### src/rtl/irq_ctrl_pkg.sv
package irq_ctrl_pkg;
  typedef enum logic [2:0] {
    OP_PEND_SET = 3'd0,
    OP_PEND_CLR = 3'd1,
    OP_EN_SET   = 3'd2,
    OP_EN_CLR   = 3'd3,
    OP_PRIO     = 3'd4,
    OP_TRIG     = 3'd5,
    OP_SPLIT    = 3'd6,
    OP_NONE     = 3'd7
  } wr_op_e;
endpackage

### src/rtl/irq_line_bank.sv
module irq_line_bank #(
  parameter int NUM_IRQ = 41
) (
  input  logic               clk,
  input  logic               rst,
  input  logic [NUM_IRQ-1:0] irq_in,
  input  logic [NUM_IRQ-1:0] sw_set,
  input  logic [NUM_IRQ-1:0] sw_clr,
  input  logic [NUM_IRQ-1:0] en_set,
  input  logic [NUM_IRQ-1:0] en_clr,
  input  logic [NUM_IRQ-1:0] entry_vec,
  input  logic [NUM_IRQ-1:0] exit_vec,
  output logic [NUM_IRQ-1:0] pend,
  output logic [NUM_IRQ-1:0] act,
  output logic [NUM_IRQ-1:0] en
);
  for (genvar i = 0; i < NUM_IRQ; i++) begin : g_line
    logic in_q;
    logic rise;
    logic hw_set;

    assign rise   = irq_in[i] & ~in_q;
    assign hw_set = (irq_in[i] & ~act[i]) | rise | (irq_in[i] & exit_vec[i]);

    always_ff @(posedge clk) begin
      if (rst) begin
        in_q    <= 1'b0;
        pend[i] <= 1'b0;
        act[i]  <= 1'b0;
        en[i]   <= 1'b0;
      end else begin
        in_q    <= irq_in[i];
        pend[i] <= (pend[i] | hw_set | sw_set[i]) & ~(sw_clr[i] | entry_vec[i]);
        act[i]  <= (act[i] | entry_vec[i]) & ~exit_vec[i];
        en[i]   <= (en[i] | en_set[i]) & ~en_clr[i];
      end
    end
  end
endmodule

### src/rtl/irq_prio_regs.sv
module irq_prio_regs #(
  parameter int NUM_IRQ = 41,
  parameter int PRIO_W  = 4,
  parameter int ID_W    = 6
) (
  input  logic                      clk,
  input  logic                      rst,
  input  logic                      we,
  input  logic [ID_W-1:0]           waddr,
  input  logic [PRIO_W-1:0]         wdata,
  output logic [NUM_IRQ*PRIO_W-1:0] prio_flat
);
  logic [PRIO_W-1:0] prio_q [NUM_IRQ];

  always_ff @(posedge clk) begin
    if (rst) begin
      for (int i = 0; i < NUM_IRQ; i++) prio_q[i] <= '0;
    end else if (we) begin
      for (int i = 0; i < NUM_IRQ; i++)
        if (waddr == ID_W'(i)) prio_q[i] <= wdata;
    end
  end

  for (genvar i = 0; i < NUM_IRQ; i++) begin : g_flat
    assign prio_flat[i*PRIO_W +: PRIO_W] = prio_q[i];
  end
endmodule

### src/rtl/irq_arbiter.sv
module irq_arbiter #(
  parameter int NUM_IRQ = 41,
  parameter int PRIO_W  = 4,
  parameter int ID_W    = 6
) (
  input  logic [NUM_IRQ-1:0]        cand,
  input  logic [NUM_IRQ*PRIO_W-1:0] prio_flat,
  output logic                      found,
  output logic [ID_W-1:0]           best_id,
  output logic [PRIO_W-1:0]         best_prio
);
  logic [NUM_IRQ:0]  f_c;
  logic [PRIO_W-1:0] p_c  [NUM_IRQ+1];
  logic [ID_W-1:0]   id_c [NUM_IRQ+1];

  assign f_c[0]  = 1'b0;
  assign p_c[0]  = '1;
  assign id_c[0] = '0;

  for (genvar i = 0; i < NUM_IRQ; i++) begin : g_stage
    logic [PRIO_W-1:0] pr;
    logic take;
    assign pr   = prio_flat[i*PRIO_W +: PRIO_W];
    assign take = cand[i] && (!f_c[i] || (pr < p_c[i]));
    assign f_c[i+1]  = f_c[i] | cand[i];
    assign p_c[i+1]  = take ? pr : p_c[i];
    assign id_c[i+1] = take ? ID_W'(i) : id_c[i];
  end

  assign found     = f_c[NUM_IRQ];
  assign best_id   = id_c[NUM_IRQ];
  assign best_prio = p_c[NUM_IRQ];
endmodule

### src/rtl/irq_run_level.sv
module irq_run_level #(
  parameter int NUM_IRQ = 41,
  parameter int PRIO_W  = 4
) (
  input  logic [NUM_IRQ-1:0]        act,
  input  logic [NUM_IRQ*PRIO_W-1:0] prio_flat,
  input  logic [2:0]                sub_bits,
  output logic [PRIO_W:0]           run_group
);
  logic [PRIO_W:0] g_c [NUM_IRQ+1];

  assign g_c[0] = {1'b1, {PRIO_W{1'b0}}};

  for (genvar i = 0; i < NUM_IRQ; i++) begin : g_stage
    logic [PRIO_W:0] grp;
    assign grp      = {1'b0, prio_flat[i*PRIO_W +: PRIO_W]} >> sub_bits;
    assign g_c[i+1] = (act[i] && (grp < g_c[i])) ? grp : g_c[i];
  end

  assign run_group = g_c[NUM_IRQ];
endmodule

### src/rtl/prio_irq_ctrl.sv
module prio_irq_ctrl
  import irq_ctrl_pkg::*;
#(
  parameter int NUM_IRQ = 41,
  parameter int PRIO_W  = 4,
  localparam int ID_W   = $clog2(NUM_IRQ + 1),
  localparam int VAL_W  = (PRIO_W > 3) ? PRIO_W : 3
) (
  input  logic               clk,
  input  logic               rst,
  input  logic [NUM_IRQ-1:0] irq_in,
  input  logic               nmi_in,
  input  logic               wr_en,
  input  logic [2:0]         wr_op,
  input  logic [ID_W-1:0]    wr_num,
  input  logic [NUM_IRQ-1:0] wr_data,
  input  logic [VAL_W-1:0]   wr_val,
  input  logic               core_ack,
  input  logic               core_exit,
  input  logic [ID_W-1:0]    exit_id,
  output logic               req_valid,
  output logic [ID_W-1:0]    req_id,
  output logic               req_tail
);
  localparam int MAX_SUB = PRIO_W - 1;
  localparam logic [ID_W-1:0] NMI_ID = ID_W'(NUM_IRQ);

  wr_op_e op;
  assign op = wr_op_e'(wr_op);

  logic [NUM_IRQ-1:0] sw_set, sw_clr, en_set, en_clr, entry_vec, exit_vec;
  logic [NUM_IRQ-1:0] line_pend, line_act, line_en;
  logic [NUM_IRQ*PRIO_W-1:0] prio_flat;
  logic [2:0] split_q, sub_bits;
  logic nmi_q, nmi_pend_q, nmi_act_q;
  logic req_valid_q, req_tail_q, exit_seen_q;
  logic [ID_W-1:0] req_id_q;

  always_comb begin
    for (int i = 0; i < NUM_IRQ; i++) begin
      sw_set[i]    = wr_en && ((op == OP_PEND_SET && wr_data[i]) ||
                               (op == OP_TRIG && wr_num == ID_W'(i)));
      sw_clr[i]    = wr_en && op == OP_PEND_CLR && wr_data[i];
      en_set[i]    = wr_en && op == OP_EN_SET && wr_data[i];
      en_clr[i]    = wr_en && op == OP_EN_CLR && wr_data[i];
      entry_vec[i] = core_ack && req_valid_q && req_id_q == ID_W'(i);
      exit_vec[i]  = core_exit && exit_id == ID_W'(i);
    end
  end

  irq_line_bank #(.NUM_IRQ(NUM_IRQ)) u_lines (
    .clk(clk), .rst(rst), .irq_in(irq_in),
    .sw_set(sw_set), .sw_clr(sw_clr), .en_set(en_set), .en_clr(en_clr),
    .entry_vec(entry_vec), .exit_vec(exit_vec),
    .pend(line_pend), .act(line_act), .en(line_en)
  );

  irq_prio_regs #(.NUM_IRQ(NUM_IRQ), .PRIO_W(PRIO_W), .ID_W(ID_W)) u_prio (
    .clk(clk), .rst(rst),
    .we(wr_en && op == OP_PRIO && wr_num < NMI_ID),
    .waddr(wr_num), .wdata(wr_val[PRIO_W-1:0]), .prio_flat(prio_flat)
  );

  always_ff @(posedge clk) begin
    if (rst) split_q <= '0;
    else if (wr_en && op == OP_SPLIT) split_q <= wr_val[2:0];
  end

  assign sub_bits = (int'(split_q) > MAX_SUB) ? 3'(MAX_SUB) : split_q;

  logic found;
  logic [ID_W-1:0] best_id;
  logic [PRIO_W-1:0] best_prio;
  logic [PRIO_W:0] run_group, best_group;

  irq_arbiter #(.NUM_IRQ(NUM_IRQ), .PRIO_W(PRIO_W), .ID_W(ID_W)) u_arb (
    .cand(line_pend & line_en), .prio_flat(prio_flat),
    .found(found), .best_id(best_id), .best_prio(best_prio)
  );

  irq_run_level #(.NUM_IRQ(NUM_IRQ), .PRIO_W(PRIO_W)) u_run (
    .act(line_act), .prio_flat(prio_flat), .sub_bits(sub_bits),
    .run_group(run_group)
  );

  assign best_group = {1'b0, best_prio} >> sub_bits;

  // Non-maskable line: pends on high level while idle or on a rising edge.
  logic nmi_entry, nmi_exit;
  assign nmi_entry = core_ack && req_valid_q && req_id_q == NMI_ID;
  assign nmi_exit  = core_exit && exit_id == NMI_ID;

  always_ff @(posedge clk) begin
    if (rst) begin
      nmi_q      <= 1'b0;
      nmi_pend_q <= 1'b0;
      nmi_act_q  <= 1'b0;
    end else begin
      nmi_q      <= nmi_in;
      nmi_pend_q <= (nmi_pend_q | (nmi_in & ~nmi_act_q) | (nmi_in & ~nmi_q) |
                     (nmi_in & nmi_exit)) & ~nmi_entry;
      nmi_act_q  <= (nmi_act_q | nmi_entry) & ~nmi_exit;
    end
  end

  logic valid_nxt;
  logic [ID_W-1:0] id_nxt;

  always_comb begin
    valid_nxt = 1'b0;
    id_nxt    = '0;
    if (nmi_pend_q && !nmi_act_q) begin
      valid_nxt = 1'b1;
      id_nxt    = NMI_ID;
    end else if (found && !nmi_act_q && best_group < run_group) begin
      valid_nxt = 1'b1;
      id_nxt    = best_id;
    end
    if (core_ack) valid_nxt = 1'b0;
  end

  always_ff @(posedge clk) begin
    if (rst) begin
      req_valid_q <= 1'b0;
      req_id_q    <= '0;
      req_tail_q  <= 1'b0;
      exit_seen_q <= 1'b0;
    end else begin
      req_valid_q <= valid_nxt;
      req_id_q    <= id_nxt;
      req_tail_q  <= valid_nxt && exit_seen_q;
      exit_seen_q <= core_exit;
    end
  end

  assign req_valid = req_valid_q;
  assign req_id    = req_id_q;
  assign req_tail  = req_tail_q;
endmodule

### config.mk
export PLATFORM = sky130hd
export DESIGN_NAME = prio_irq_ctrl
export DESIGN_NICKNAME = d
export VERILOG_FILES = /design/src/rtl/irq_ctrl_pkg.sv /design/src/rtl/irq_line_bank.sv /design/src/rtl/irq_prio_regs.sv /design/src/rtl/irq_arbiter.sv /design/src/rtl/irq_run_level.sv /design/src/rtl/prio_irq_ctrl.sv
export SDC_FILE = /design/constraint.sdc
export NUM_CORES = 2
export LEC_CHECK = 0
export BUFFER_PORTS_ARGS = -buffer_cell sky130_fd_sc_hd__buf_2
export CELL_PAD_IN_SITES_DETAIL_PLACEMENT = 1
export CELL_PAD_IN_SITES_GLOBAL_PLACEMENT = 1
export CORE_UTILIZATION = 25
export CTS_BUF_LIST = sky130_fd_sc_hd__clkbuf_16
export CTS_CLUSTER_SIZE = 24
export DETAILED_ROUTE_END_ITERATION = 8
export PLACE_DENSITY_LB_ADDON = 0.1
export SLEW_MARGIN = 15
export SYNTH_ARGS = -nofsm -noshare
export SYNTH_HDL_FRONTEND = slang
export SYNTH_HIERARCHICAL = 1
export SYNTH_SLANG_ARGS = --single-unit
### constraint.sdc
create_clock -name clk -period 152.3 [get_ports clk]
set_clock_uncertainty 0.1 [all_clocks]
set_input_delay 7.615 -clock clk [delete_from_list [all_inputs] [get_ports clk]]
set_output_delay 7.615 -clock clk [all_outputs]
set_load 0.1 [all_outputs]
==> flow_metrics.env <==
export IMPL_dieWidth_microns=389
export IMPL_dpl_hpwl_microns=142000
export IMPL_slew_violations=0
export IMPL_start_util_pct=25.2
export IMPL_clock_sinks=343
export IMPL_layout_setup_ws_ns=73.27
export IMPL_via_per_inst=5.61
export IMPL_timing_setup_tns_ns=0
export IMPL_port_buffers=114
export IMPL_cpMaxStageDelayCell="o21ai_0"
export IMPL_gr_total_overflow=0
export IMPL_post_cts_buffers=0
export IMPL_worst_pin_slew_ns=1.20
export IMPL_cts_root_buf="clkbuf_16"
export IMPL_dp_slack_ns=74.82
export IMPL_rows=141
export IMPL_ys_seq_elements=343
export IMPL_max_vdd_ir_drop_uv=5.87
export IMPL_status="complete, no violations"
export IMPL_via_count=37900
export IMPL_cts_made_buffers=43
export IMPL_track_usage_pct=23.0
export IMPL_power_density_nw_per_um2=7.04
export IMPL_async_reset_ff_share_pct=0
export IMPL_cts_max_level=2
export IMPL_die_area_sq_um=151000
export IMPL_fin_nets=5065
export IMPL_antenna_found_initial=15
export IMPL_path_class="flip-flop to flip-flop"
export IMPL_die_h_microns=389
export IMPL_drc=0
export IMPL_drive_gt1_share_pct=11.6
export IMPL_finalHoldViolCount=0
export IMPL_drt_iter0_drc=2492
export IMPL_yosysUniqueCellTypes=172
export IMPL_boundaryPins=115
export IMPL_cap_violations=0
export IMPL_cts_hold_buffers_added=0
export IMPL_routed_wirelength_microns=178000
export IMPL_synth_area_sq_um=37400
export IMPL_synth_edf_count=164
export IMPL_drtPass1Iterations=5
export IMPL_ys_flop_type="dfxtp_1"
export IMPL_max_freq_mhz=12.7
export IMPL_tritoncts="yes"
export IMPL_post_route_period_util_pct=51.9
export IMPL_gp_congestion=0.895
export IMPL_grt_pass1_vias=38200
export IMPL_critPathMaxStageDelay_ns=0.92
export IMPL_path_clk_slew_ns=0.06
export IMPL_avgRoutedWirePerCell_microns=26.4
export IMPL_ys_warn_count=6
export IMPL_rsz0062_at_grt="no"
export IMPL_cts_resized=0
export IMPL_drtAntennaViolNets=0
export IMPL_postSynthCellCount=4791
export IMPL_power_w=0.000289
export IMPL_cp_start_kind="flip-flop"
export IMPL_synth_avg_cell_area_sq_um=7.80
export IMPL_clockBufferDepth=3
export IMPL_grt_pass1_wl_microns=262000
export IMPL_grt_max_degree=84
export IMPL_synth_seq_area_share_pct=22.8
export IMPL_setup_violations=0
export IMPL_crit_top_cell="a21oi_1"
export IMPL_critPathRequiredTime_ns=152.71
export IMPL_critical_path_arrival_ns=79.44
export IMPL_cp_max_fo=35
export IMPL_leakage_nw=15.1
export IMPL_relSlewSlack_pct=19.8
export IMPL_fill_cells=17800
export IMPL_hold_path_class="flip-flop to flip-flop"
export IMPL_whs_ns=0.339
export IMPL_clk_latency_ns=0.62
export IMPL_syn2layout_area_growth_pct=9.94
export IMPL_period_needed_ns=79.03
export IMPL_core_sq_um=148000
export IMPL_crit_path_end_kind="flip-flop"
-- Yosys cell counts, types with 17 or more instances --
master	number	area [sq um]
a31oi_1	61	382
or2_2	40	250
a211oi_1	58	435
nand3_1	100	500
o31ai_1	39	293
nand4_1	28	175
a21o_1	79	593
o21a_1	48	360
nor3_2	22	220
nor4_1	61	382
o211a_1	19	190
and2_1	240	1500
nand2_1	414	1550
dfxtp_1	179	3580
mux2_2	55	619
edfxtp_1	164	4920
buf_2	50	250
o21ai_0	191	956
or4_1	48	360
a31o_2	18	158
buf_4	17	128
a21oi_1	250	1250
o31a_1	21	184
nand3b_1	23	173
ha_1	166	2080
nor2_1	542	2030
a21boi_0	19	143
and3_1	41	257
o21bai_1	42	315
nor2b_1	121	757
nand4b_1	17	149
or3_1	32	200
clkbuf_1	102	383
buf_1	21	78.8
nand2b_1	53	332
o22ai_1	18	113
o21ai_1	26	130
inv_1	200	751
o211ai_1	65	488
nor3_1	337	1690
o221ai_1	21	184
nor3b_1	27	203
a22oi_1	37	278
mux2i_1	144	1440
-- cell families after synthesis --
kind of cell,Yosys count,share of synthesized area [%]
AND/OR/NAND/NOR,2261,31.8
AO/OA/AOI/OAI,1349,27.5
buffers and inverters,414,4.88
flip-flops,343,22.8
multiplexers,221,6.57
adder cells (fa/ha/maj),185,6.08
XOR/XNOR,17,0.419
other,1,0.0100
-- stage by stage --
| step | cells | area [sq um] | utilization [%] |
|---|---|---|---|
| after floorplan | 4797 | 37400 | - |
| after global placement | 6677 | 39700 | 26.8 |
| after detailed placement | 6677 | 39700 | 26.8 |
| after CTS | 6755 | 41000 | 27.7 |
| after global routing | 6757 | 41000 | 27.7 |
| final | 6765 | 41100 | 27.7 |
-- final cells by class --
| type | instances | area (sq um) | share of cell area [%] |
|---|---|---|---|
| inverters | 203 | 762 | 1.86 |
| diodes | 10 | 25.0 | 0.0609 |
| clock inverters | 34 | 229 | 0.558 |
| multi-input cells | 4040 | 27100 | 65.9 |
| repair buffers | 161 | 945 | 2.30 |
| well taps | 1930 | 2410 | 5.88 |
| flip-flops and latches | 343 | 8510 | 20.7 |
| clock buffers | 44 | 1100 | 2.68 |
-- state kept, by name (all words and copies together), names as in the netlist, 3 cells and up --
register / flops
u_lines/act: 41
u_prio/prio_q: 164
u_lines/en: 41
u_lines/pend: 41
split_q: 3
req_id: 6
u_lines/g_line.in_q: 41
-- path summary, 6_finish.rpt --
kind,from,endpoint,slack [ns],cells after the start
worst max-delay path,split_q[1],req_id[4],73.27,340
worst min-delay path,exit_seen_q,req_tail,0.34,2
worst max register to register,split_q[1],req_id[4],73.27,340
worst min register to register,exit_seen_q,req_tail,0.34,2
-- cells in the final DEF (no fill, tap or decap), types with 44 or more instances in the layout --
master       n
nor2_1     541
nand2_1    414
nor3_1     336
a21oi_1    250
and2_1     240
inv_1      208
o21ai_0    191
dfxtp_1    179
ha_1       166
edfxtp_1   164
mux2i_1    144
nor2b_1    120
buf_2      113
nand3_1    100
a21o_1      79
o211ai_1    65
a31oi_1     61
nor4_1      61
a211oi_1    58
mux2_2      55
nand2b_1    53
or4_1       48
o21a_1      48
buf_4       46
clkbuf_16   44
-- critical path, delay by kind of cell (launching register included) --
| family | cells | cell delay [ns] |
|---|---|---|
| and+or+nand+nor | 79 | 14.96 |
| AOI/OAI and AO/OA | 197 | 46.72 |
| adders and majority gates | 41 | 12.24 |
| DFF | 1 | 0.38 |
| muxes | 8 | 2.56 |
| buffers and inverters | 15 | 1.81 |
-- routing by layer --
metal  wire length (microns)  GRT usage (%)  share of wire [%]  vias to the layer above
met3                    8750           3.35                4.9                      234
met2                   77400           35.8                 43                      871
met1                   85300           31.9                 48                    18800
met5                      57              0              0.032                        -
met4                    6960           8.37                3.9                       10
li1                        -              -                  -                    18000
-- power breakdown --
group / switching (W) / internal (W) / total (W) / leakage [nW]
registers: 0.00000761 / 0.000101 / 0.000109 / 3.03
clock network: 0.0000460 / 0.0000546 / 0.000101 / 0.669
logic: 0.0000519 / 0.0000280 / 0.0000799 / 11.4
total: 0.000105 / 0.000184 / 0.000289 / 15.1
(Power assumes the default switching activity.)
